===== src/rtl/ewg_pkg.sv =====
package ewg_pkg;
    localparam int ADDR_W  = 22;
    localparam int REG_W   = 8;
    localparam int DS_W    = 3;
    localparam int AS_W    = 2;
    localparam int CNT_W   = (DS_W > AS_W) ? DS_W : AS_W;
    localparam int BLK_BIT = ADDR_W - 1;

    localparam logic [REG_W-1:0] WCTL_RST = 8'h7F;
    localparam logic [AS_W-1:0]  AS_RST   = '1;

    typedef enum logic [1:0] {
        ST_IDLE = 2'd0,
        ST_AS   = 2'd1,
        ST_DS   = 2'd2,
        ST_DONE = 2'd3
    } ewg_state_e;

    typedef struct packed {
        logic [REG_W-1:0] wctl;
        logic [AS_W-1:0]  as_str;
    } ewg_regs_t;

    typedef struct packed {
        ewg_state_e        state;
        logic [CNT_W-1:0]  cnt;
        logic [DS_W-1:0]   ds_len;
        logic              upper;
        logic              wr;
        logic [ADDR_W-1:0] addr;
    } ewg_seq_t;
endpackage


===== src/rtl/ewg_cfg_regs.sv =====
module ewg_cfg_regs
    import ewg_pkg::*;
(
    input  logic             clk,
    input  logic             rst_n,
    input  logic             wr_en,
    input  logic             wr_sel,
    input  logic [REG_W-1:0] wr_data,
    input  logic             irq_active,
    output logic [REG_W-1:0] wctl,
    output logic [AS_W-1:0]  as_str,
    output logic [DS_W-1:0]  upper_ds,
    output logic [DS_W-1:0]  lower_ds,
    output logic             wdog
);
    ewg_regs_t r_d, r_q;

    always_comb begin
        r_d = r_q;
        if (wr_en && !irq_active) begin
            if (wr_sel) begin
                r_d.as_str = wr_data[AS_W-1:0];
            end else begin
                r_d.wctl = {1'b0, wr_data[REG_W-2:0]};
            end
        end
    end

    always_ff @(posedge clk or negedge rst_n) begin
        if (!rst_n) begin
            r_q.wctl   <= WCTL_RST;
            r_q.as_str <= AS_RST;
        end else begin
            r_q <= r_d;
        end
    end

    assign wctl     = r_q.wctl;
    assign as_str   = r_q.as_str;
    assign wdog     = r_q.wctl[6];
    assign upper_ds = r_q.wctl[2*DS_W-1:DS_W];
    assign lower_ds = r_q.wctl[DS_W-1:0];
endmodule


===== src/rtl/ewg_seq.sv =====
module ewg_seq
    import ewg_pkg::*;
(
    input  logic              clk,
    input  logic              rst_n,
    input  logic              req_valid,
    input  logic [ADDR_W-1:0] req_addr,
    input  logic              req_write,
    input  logic [AS_W-1:0]   as_str,
    input  logic [DS_W-1:0]   upper_ds,
    input  logic [DS_W-1:0]   lower_ds,
    output logic              busy,
    output logic [ADDR_W-1:0] bus_addr,
    output logic              acc_write,
    output logic              addr_strobe,
    output logic              ds_lower,
    output logic              ds_upper,
    output logic              done
);
    ewg_seq_t s_d, s_q;
    logic     sel_upper;

    assign sel_upper = req_addr[BLK_BIT];

    always_comb begin
        s_d = s_q;
        unique case (s_q.state)
            ST_IDLE: begin
                if (req_valid) begin
                    s_d.state  = ST_AS;
                    s_d.upper  = sel_upper;
                    s_d.wr     = req_write;
                    s_d.addr   = req_addr;
                    s_d.ds_len = sel_upper ? upper_ds : lower_ds;
                    s_d.cnt    = sel_upper ? CNT_W'(as_str) : '0;
                end
            end
            ST_AS: begin
                if (s_q.cnt == '0) begin
                    s_d.state = ST_DS;
                    s_d.cnt   = CNT_W'(s_q.ds_len);
                end else begin
                    s_d.cnt = s_q.cnt - 1'b1;
                end
            end
            ST_DS: begin
                if (s_q.cnt == '0) begin
                    s_d.state = ST_DONE;
                end else begin
                    s_d.cnt = s_q.cnt - 1'b1;
                end
            end
            ST_DONE: begin
                s_d.state = ST_IDLE;
            end
            default: s_d.state = ST_IDLE;
        endcase
    end

    always_ff @(posedge clk or negedge rst_n) begin
        if (!rst_n) begin
            s_q <= '{state: ST_IDLE, cnt: '0, ds_len: '0,
                     upper: 1'b0, wr: 1'b0, addr: '0};
        end else begin
            s_q <= s_d;
        end
    end

    assign busy        = (s_q.state != ST_IDLE);
    assign bus_addr    = s_q.addr;
    assign acc_write   = s_q.wr;
    assign addr_strobe = (s_q.state == ST_AS);
    assign ds_lower    = (s_q.state == ST_DS) && !s_q.upper;
    assign ds_upper    = (s_q.state == ST_DS) &&  s_q.upper;
    assign done        = (s_q.state == ST_DONE);
endmodule


===== src/rtl/ext_wait_gen.sv =====
module ext_wait_gen
    import ewg_pkg::*;
(
    input  logic              clk,
    input  logic              rst_n,
    input  logic              cfg_wr_en,
    input  logic              cfg_sel,
    input  logic [REG_W-1:0]  cfg_wdata,
    input  logic              irq_active,
    output logic [REG_W-1:0]  wctl_q,
    output logic [AS_W-1:0]   as_stretch_q,
    output logic              wdog_en,
    input  logic              req_valid,
    input  logic [ADDR_W-1:0] req_addr,
    input  logic              req_write,
    output logic              busy,
    output logic [ADDR_W-1:0] bus_addr,
    output logic              acc_write,
    output logic              addr_strobe,
    output logic              ds_lower,
    output logic              ds_upper,
    output logic              done
);
    logic [DS_W-1:0] upper_ds;
    logic [DS_W-1:0] lower_ds;

    ewg_cfg_regs i_regs (
        .clk        (clk),
        .rst_n      (rst_n),
        .wr_en      (cfg_wr_en),
        .wr_sel     (cfg_sel),
        .wr_data    (cfg_wdata),
        .irq_active (irq_active),
        .wctl       (wctl_q),
        .as_str     (as_stretch_q),
        .upper_ds   (upper_ds),
        .lower_ds   (lower_ds),
        .wdog       (wdog_en)
    );

    ewg_seq i_seq (
        .clk         (clk),
        .rst_n       (rst_n),
        .req_valid   (req_valid),
        .req_addr    (req_addr),
        .req_write   (req_write),
        .as_str      (as_stretch_q),
        .upper_ds    (upper_ds),
        .lower_ds    (lower_ds),
        .busy        (busy),
        .bus_addr    (bus_addr),
        .acc_write   (acc_write),
        .addr_strobe (addr_strobe),
        .ds_lower    (ds_lower),
        .ds_upper    (ds_upper),
        .done        (done)
    );
endmodule


===== config.mk =====
export PLATFORM = sky130hd
export DESIGN_NAME = ext_wait_gen
export DESIGN_NICKNAME = d
export VERILOG_FILES = /design/src/rtl/ewg_pkg.sv /design/src/rtl/ewg_cfg_regs.sv /design/src/rtl/ewg_seq.sv /design/src/rtl/ext_wait_gen.sv
export SDC_FILE = /design/constraint.sdc
export NUM_CORES = 1
export LEC_CHECK = 0
export BUFFER_PORTS_ARGS = -buffer_cell sky130_fd_sc_hd__buf_2
export CAP_MARGIN = 5
export CORE_AREA = 3 3 84 62
export CTS_BUF_LIST = sky130_fd_sc_hd__clkbuf_8
export CTS_CLUSTER_DIAMETER = 60
export CTS_CLUSTER_SIZE = 10
export DETAILED_ROUTE_END_ITERATION = 10
export DIE_AREA = 0 0 87 65
export PLACE_DENSITY = 0.83
export SYNTH_ARGS = -nofsm -noshare
export SYNTH_HDL_FRONTEND = slang
export SYNTH_SLANG_ARGS = --single-unit

===== constraint.sdc =====
create_clock -name clk -period 1.4 [get_ports clk]
set_input_delay 0.28 -clock clk [delete_from_list [all_inputs] [get_ports clk]]
set_output_delay 0.28 -clock clk [all_outputs]
set_load 0.02 [all_outputs]

==> out/metrics.yaml, run 1 <==
timing.final.max_slew_violations: 0
ys_seq_elements: 40
hp-class: "input pin to flop"
tns_ps: -1010
core_area_sq_um: 4380
grt_max_degree: 30
netlist_area_sq_um: 2020
timing.fmax_mhz: 644
gr-total-overflow: 0
diodes: 0
finalHoldViolCount: 0
violations: "setup timing"
via_count: 1395
cp-start-kind: "flop"
postSynthAreaPerCell_sq_um: 12.7
synth_edf_count: 0
cp.required_ps: 1120
ys.warnings.count: 0
synth.distinct_cells: 33
drt_iter0_drc: 44
power_density_nw_per_um2: 2360
drc_errors: 0
endpoint_kind: "primary output"
final_common_cell: "buf_2"
cts-root-buf: "clkbuf_8"
io_buffer_count: 73
fp.dieH_microns: 65
r2r_start: "i_seq.s_q[31]"
p_leak_uw: 0.00137
post-route-util_pct: 64.1
cts.path.max_buffers: 2
cts_tree: "yes"
start_util_pct: 46.1
die_area_sq_um: 5660
ys_dominant_reg_cell: "dfrtp_1"
synthCells: 159
fin_crit_sh_pct: 111
path_clk_slew_ps: 80
finalCriticalPeriod_ps: 1550
worstSetupStartpoint: "i_seq.s_q[30]"
status: "complete, but fails checks"
irDropWorstVdd_mv: 1.31
area_growth_pct: 39.1
reg2regPathDepth: 8
grt.total_usage_pct: 14.7
firstDrtPassIters: 6
globalplace.congestion: 0.825
antenna_found_initial: 0
crit_type: "flop to primary output"
r2r_setup_slack_ps: -100
rsz0062_at_grt: "yes"
setup_slack_ps: -152
dp_hpwl_mm: 2.92
cts_buffers: 5
via_per_inst: 4.70
drt-total-wl_mm: 4.18
finClkSkew_ps: 8.03
first_global_vias: 1442
rows: 20
drv_cap: 0
min_path_cells: 2
synth_seq_area_share_pct: 50.1
synth_nets: 203
wl_per_cell_microns: 14.1
cp_max_fo: 4
arrival_ps: 1270
insertion_delay_ps: 280
final_cell_mix: "buf_2, dfrtp_1, mux2_2, buf_4, buf_6"
async_flop_share_pct: 100
setup_viol: 15
fin_nets: 285
grt_pass1_wl_mm: 6.54
pin_count: 76
ant_nets: 0
htreeDepth: 2
rr_endpoint: "i_seq.s_q[27]"
cts_num_sinks: 40
endpoint: "ds_lower"
drive_gt1_share_pct: 71.9
die_x_microns: 87
## area by class of cell
| class | count | area (sq um) |
|---|---|---|
| Sequential cell | 40 | 1010 |
| Timing Repair Buffer | 103 | 702 |
| Multi-Input combinational cell | 84 | 910 |
| Clock inverter | 3 | 16.3 |
| Clock buffer | 5 | 68.8 |
| Tap cell | 55 | 68.8 |
| Fill cell | 366 | 1570 |
| Inverter | 7 | 31.3 |
## power by group
group | internal, uW | switching (uW) | total (uW)
Combinational | 2070 | 1860 | 3930
Clock | 341 | 388 | 729
Sequential | 1690 | 282 | 1970
## cells by family after synthesis
family                     after synthesis  synth area share, %
AOI/OAI and AO/OA                       14                 5.14
xor gates and xnor gates                 1                0.434
adders and majority gates                7                 4.34
buffers and inverters                   35                 11.6
DFF                                     40                 50.1
muxes                                   39                 22.2
other                                    1                0.186
and+or+nand+nor                         22                 6.01
## cell usage after synthesis (all sizes together), types with 2 or more instances
master  instances  area [sq um]
nand4b          2          17.5
inv             7          26.3
dfstp           9           236
buf            27           204
nor2            3          11.3
nand2           9          33.8
dfrtp          31           776
mux2i           5          50.1
mux2           34           398
nor2b           3          21.3
ha              7          87.6
o21ai           6          30.0
## how the worst min path moves through the flow
stage	from	endpoint	slack (ps)
2_1_floorplan	rst_n	i_seq.acc_write	-20
3_3_place_gp	rst_n	i_seq.bus_addr[17]	230
3_5_place_dp	rst_n	i_seq.bus_addr[17]	230
4_1_cts	req_write	i_seq.acc_write	210
5_1_grt	req_addr[5]	i_seq.bus_addr[5]	200
6_report	req_write	i_seq.acc_write	220
## state kept, by name, summed over array words and instances, names as in the netlist
register	flops
i_seq.acc_write	1
i_regs.as_str	2
i_seq.s_q	9
i_regs.wctl	7
i_seq.bus_addr	21
## worst max-delay path, cell delays in order (launching register included)
cell and delay (ps):
dfrtp_1 420, inv_2 130, ha_4 190, nor2b_4 150, buf_6 120
## per-stage QoR
stage / area [sq um] / setup slack [ps] / hold WS, ps / std cells / total power, uW
after global routing: 2810 / -209 / 203 / 297 / 7100
after CTS: 2670 / -170 / 207 / 290 / 6320
after floorplan: 2060 / -20.7 / -15.6 / 159 / 4490
after global placement: 2440 / -62.0 / 231 / 279 / 5070
final: 2810 / -152 / 220 / 297 / 6630
after detailed placement: 2440 / -135 / 231 / 279 / 5170
## per-layer routing
metal / vias to the layer above / global-route usage [%] / share of wire (%)
met2: 52 / 23.9 / 47
met5: - / 0 / 0
li1: 683 / - / -
met4: 0 / 2.33 / 0.17
met1: 658 / 19.5 / 45
met3: 2 / 4.96 / 7.8
## repair_timing
item                                    CTS  global route
endpoints found under the setup margin   14            33
resized for setup                        28            12
hold buffers                              1             0
cloned                                    0             3
pin swaps                                 5             7
buffers inserted                          2             4
hold endpoints to repair                 10             0
No activity file was read; power rests on OpenSTA's default activity.
==> inputs of run 2 (changes only) <==
--- a/config.mk
+++ b/config.mk
@@ -13,7 +13,7 @@
 export CTS_CLUSTER_SIZE = 10
 export DETAILED_ROUTE_END_ITERATION = 10
 export DIE_AREA = 0 0 87 65
-export PLACE_DENSITY = 0.83
+export PLACE_DENSITY = 0.76
 export SYNTH_ARGS = -nofsm -noshare
 export SYNTH_HDL_FRONTEND = slang
 export SYNTH_SLANG_ARGS = --single-unit
==> run 2 against run 1 <==
The flow still finishes with violations (setup timing). Global-route usage is 0.17 points higher. Critical endpoint is now ds_upper. Worst hold slack worse by 3.3 ps. Clock power grew 40%. Final cell count fell by 3.0%. Sequential cell count is the same. Register-to-register slack worse by 20 ps. Non-clock buffer count decreased by 9. Critical path depth unchanged. Utilization decreased by 1.4 points. Largest power group unchanged. Sequential power is essentially flat. Via count is 2.4% lower.
==> out/metrics.yaml, run 2 (synthesis results as in run 1) <==
status: "complete, but fails checks"
violations: "setup timing"
hp-class: "input pin to flop"
insertion_delay_ps: 290  # about the same
r2r_setup_slack_ps: -120  # -20 ps
die_x_microns: 87  # unchanged
rr_endpoint: "i_seq.s_q[27]"
timing.final.max_slew_violations: 0  # unchanged
via_count: 1362  # -2.4%
p_leak_uw: 0.00134  # -2.4%
finalCriticalPeriod_ps: 1540  # -13.7 ps
setup_slack_ps: -139  # +13.7 ps
drt_iter0_drc: 26  # -41%
area_growth_pct: 36.0
rows: 20  # unchanged
io_buffer_count: 73  # unchanged
cts_buffers: 5  # unchanged
finalHoldViolCount: 0  # unchanged
timing.fmax_mhz: 650  # +0.89%
power_density_nw_per_um2: 2430  # +3.0%
wl_per_cell_microns: 14.0  # -0.23%
fp.dieH_microns: 65  # unchanged
grt_pass1_wl_mm: 6.39  # -2.3%
setup_viol: 25  # +10
path_clk_slew_ps: 80  # about the same
cp_max_fo: 3  # -1
hold_start: "req_addr[6]"
worstSetupStartpoint: "i_seq.s_q[31]"
arrival_ps: 1260  # about the same
cp-start-kind: "flop"
grt.total_usage_pct: 14.9  # +0.17 points
fin_crit_sh_pct: 110  # -0.98 points
firstDrtPassIters: 4  # -2
first_global_vias: 1334  # -7.5%
antenna_found_initial: 0  # unchanged
post-route-util_pct: 62.7  # -1.4 points
ant_nets: 0  # unchanged
start_util_pct: 46.1  # unchanged
dpl_cell_area_sq_um: 2400  # -1.8%
final_cell_mix: "buf_2, dfrtp_1, mux2_2, buf_4, dfstp_2"
rsz0062_at_grt: "yes"
multi_input_area_sq_um: 895  # -1.7%
drc_errors: 0  # unchanged
diodes: 0  # unchanged
via_per_inst: 4.73  # +0.69%
holdPathEnd: "i_seq.bus_addr[6]"
die_area_sq_um: 5660  # unchanged
min_path_cells: 2  # unchanged
htreeDepth: 2  # unchanged
endpoint_kind: "primary output"
regArea_sq_um: 1010  # unchanged
core_area_sq_um: 4380  # unchanged
drive_gt1_share_pct: 71.2  # -0.66 points
crit_type: "flop to primary output"
final_common_cell: "buf_2"
cp.required_ps: 1120  # about the same
dp_hpwl_mm: 2.83  # -3.1%
cts-root-buf: "clkbuf_8"
fin_nets: 276  # -3.2%
largest_reg_flops: 21  # unchanged
finClkSkew_ps: 5.66  # -2.37 ps
grt_max_degree: 18  # -40%
r2r_start: "i_seq.s_q[31]"
fin_area_sq_um: 2750  # -2.2%
gr-total-overflow: 0  # unchanged
cts_num_sinks: 40  # unchanged
nFillCells: 347  # -5.2%
drt-total-wl_mm: 4.05  # -3.3%
reg2regPathDepth: 7  # -1
cts_tree: "yes"
globalplace.congestion: 0.751  # -9.0%
irDropWorstVdd_mv: 1.24  # -5.7%
pin_count: 76  # unchanged
cts.path.max_buffers: 2  # unchanged
drv_cap: 0  # unchanged
[run 2: cell types whose count changed in the layout (fill, tap and decap cells not counted), sizes merged]
cell | before | now
buf | 100 | 92
bufinv | 0 | 1
clkbuf | 7 | 8
clkinv | 1 | 0
clkinvlp | 1 | 0
inv | 8 | 7
[run 2: where the power goes]
group | switching, uW | internal (uW)
Sequential | 273 | 1690
Clock | 386 | 629
Combinational | 1820 | 1870
Total | 2480 | 4190
[run 2: worst max-delay path by stage]
stage	slack, ps	to	cells past startpoint
2_1_floorplan	-20	i_seq.s_q[28]	6
3_3_place_gp	-60	i_seq.s_q[28]	6
3_5_place_dp	-130	i_seq.s_q[27]	6
4_1_cts	-140	ds_upper	4
5_1_grt	-200	i_seq.s_q[27]	7
6_report	-140	ds_upper	4
[run 2: cell type report]
| class | count | area share, % |
|---|---|---|
| clock buffer | 7 | 3.51 |
| clock inverter | 1 | 1.09 |
| inverter | 7 | 1.05 |
| multi-input combinational | 84 | 32.6 |
| sequential | 40 | 36.9 |
| tap | 55 | 2.51 |
| timing repair buffer | 94 | 22.4 |
[run 2: critical path, stage by stage, from the launching register on]
cell     delay (ps)
dfrtp_1         410
buf_6           130
ha_4            170
and2_4          140
buf_6           120
[run 2: repair_timing]
action / in CTS / in global routing
buffers inserted: 4 / 0
cloned: 1 / 1
hold buffers: 1 / 0
pin swaps: 3 / 5
gates resized for setup: 29 / 4
endpoints found under the hold margin: 4 / 0
setup endpoints to repair: 29 / 33
[run 2: metal layers]
| metal | share of wire, % | global-route usage [%] | up-vias |
|---|---|---|---|
| met2 | 43 | 23.0 | 63 |
| met5 | 0 | 0 | - |
| met3 | 9.2 | 4.83 | 3 |
| met1 | 47 | 19.9 | 632 |
| li1 | - | - | 664 |
| met4 | 0.74 | 4.67 | 0 |
[run 2: metrics by stage]
stage / TNS, ps / std cells / total power (uW) / hold slack (ps) / worst slack [ps]
floorplan: -46.4 / 159 / 4490 / -15.6 / -20.7
global placement: -183 / 273 / 4970 / 190 / -62.4
detailed placement: -344 / 273 / 5040 / 189 / -126
CTS: -799 / 287 / 6560 / 204 / -140
global route: -3160 / 288 / 7120 / 199 / -200
finish: -1010 / 288 / 6670 / 216 / -139
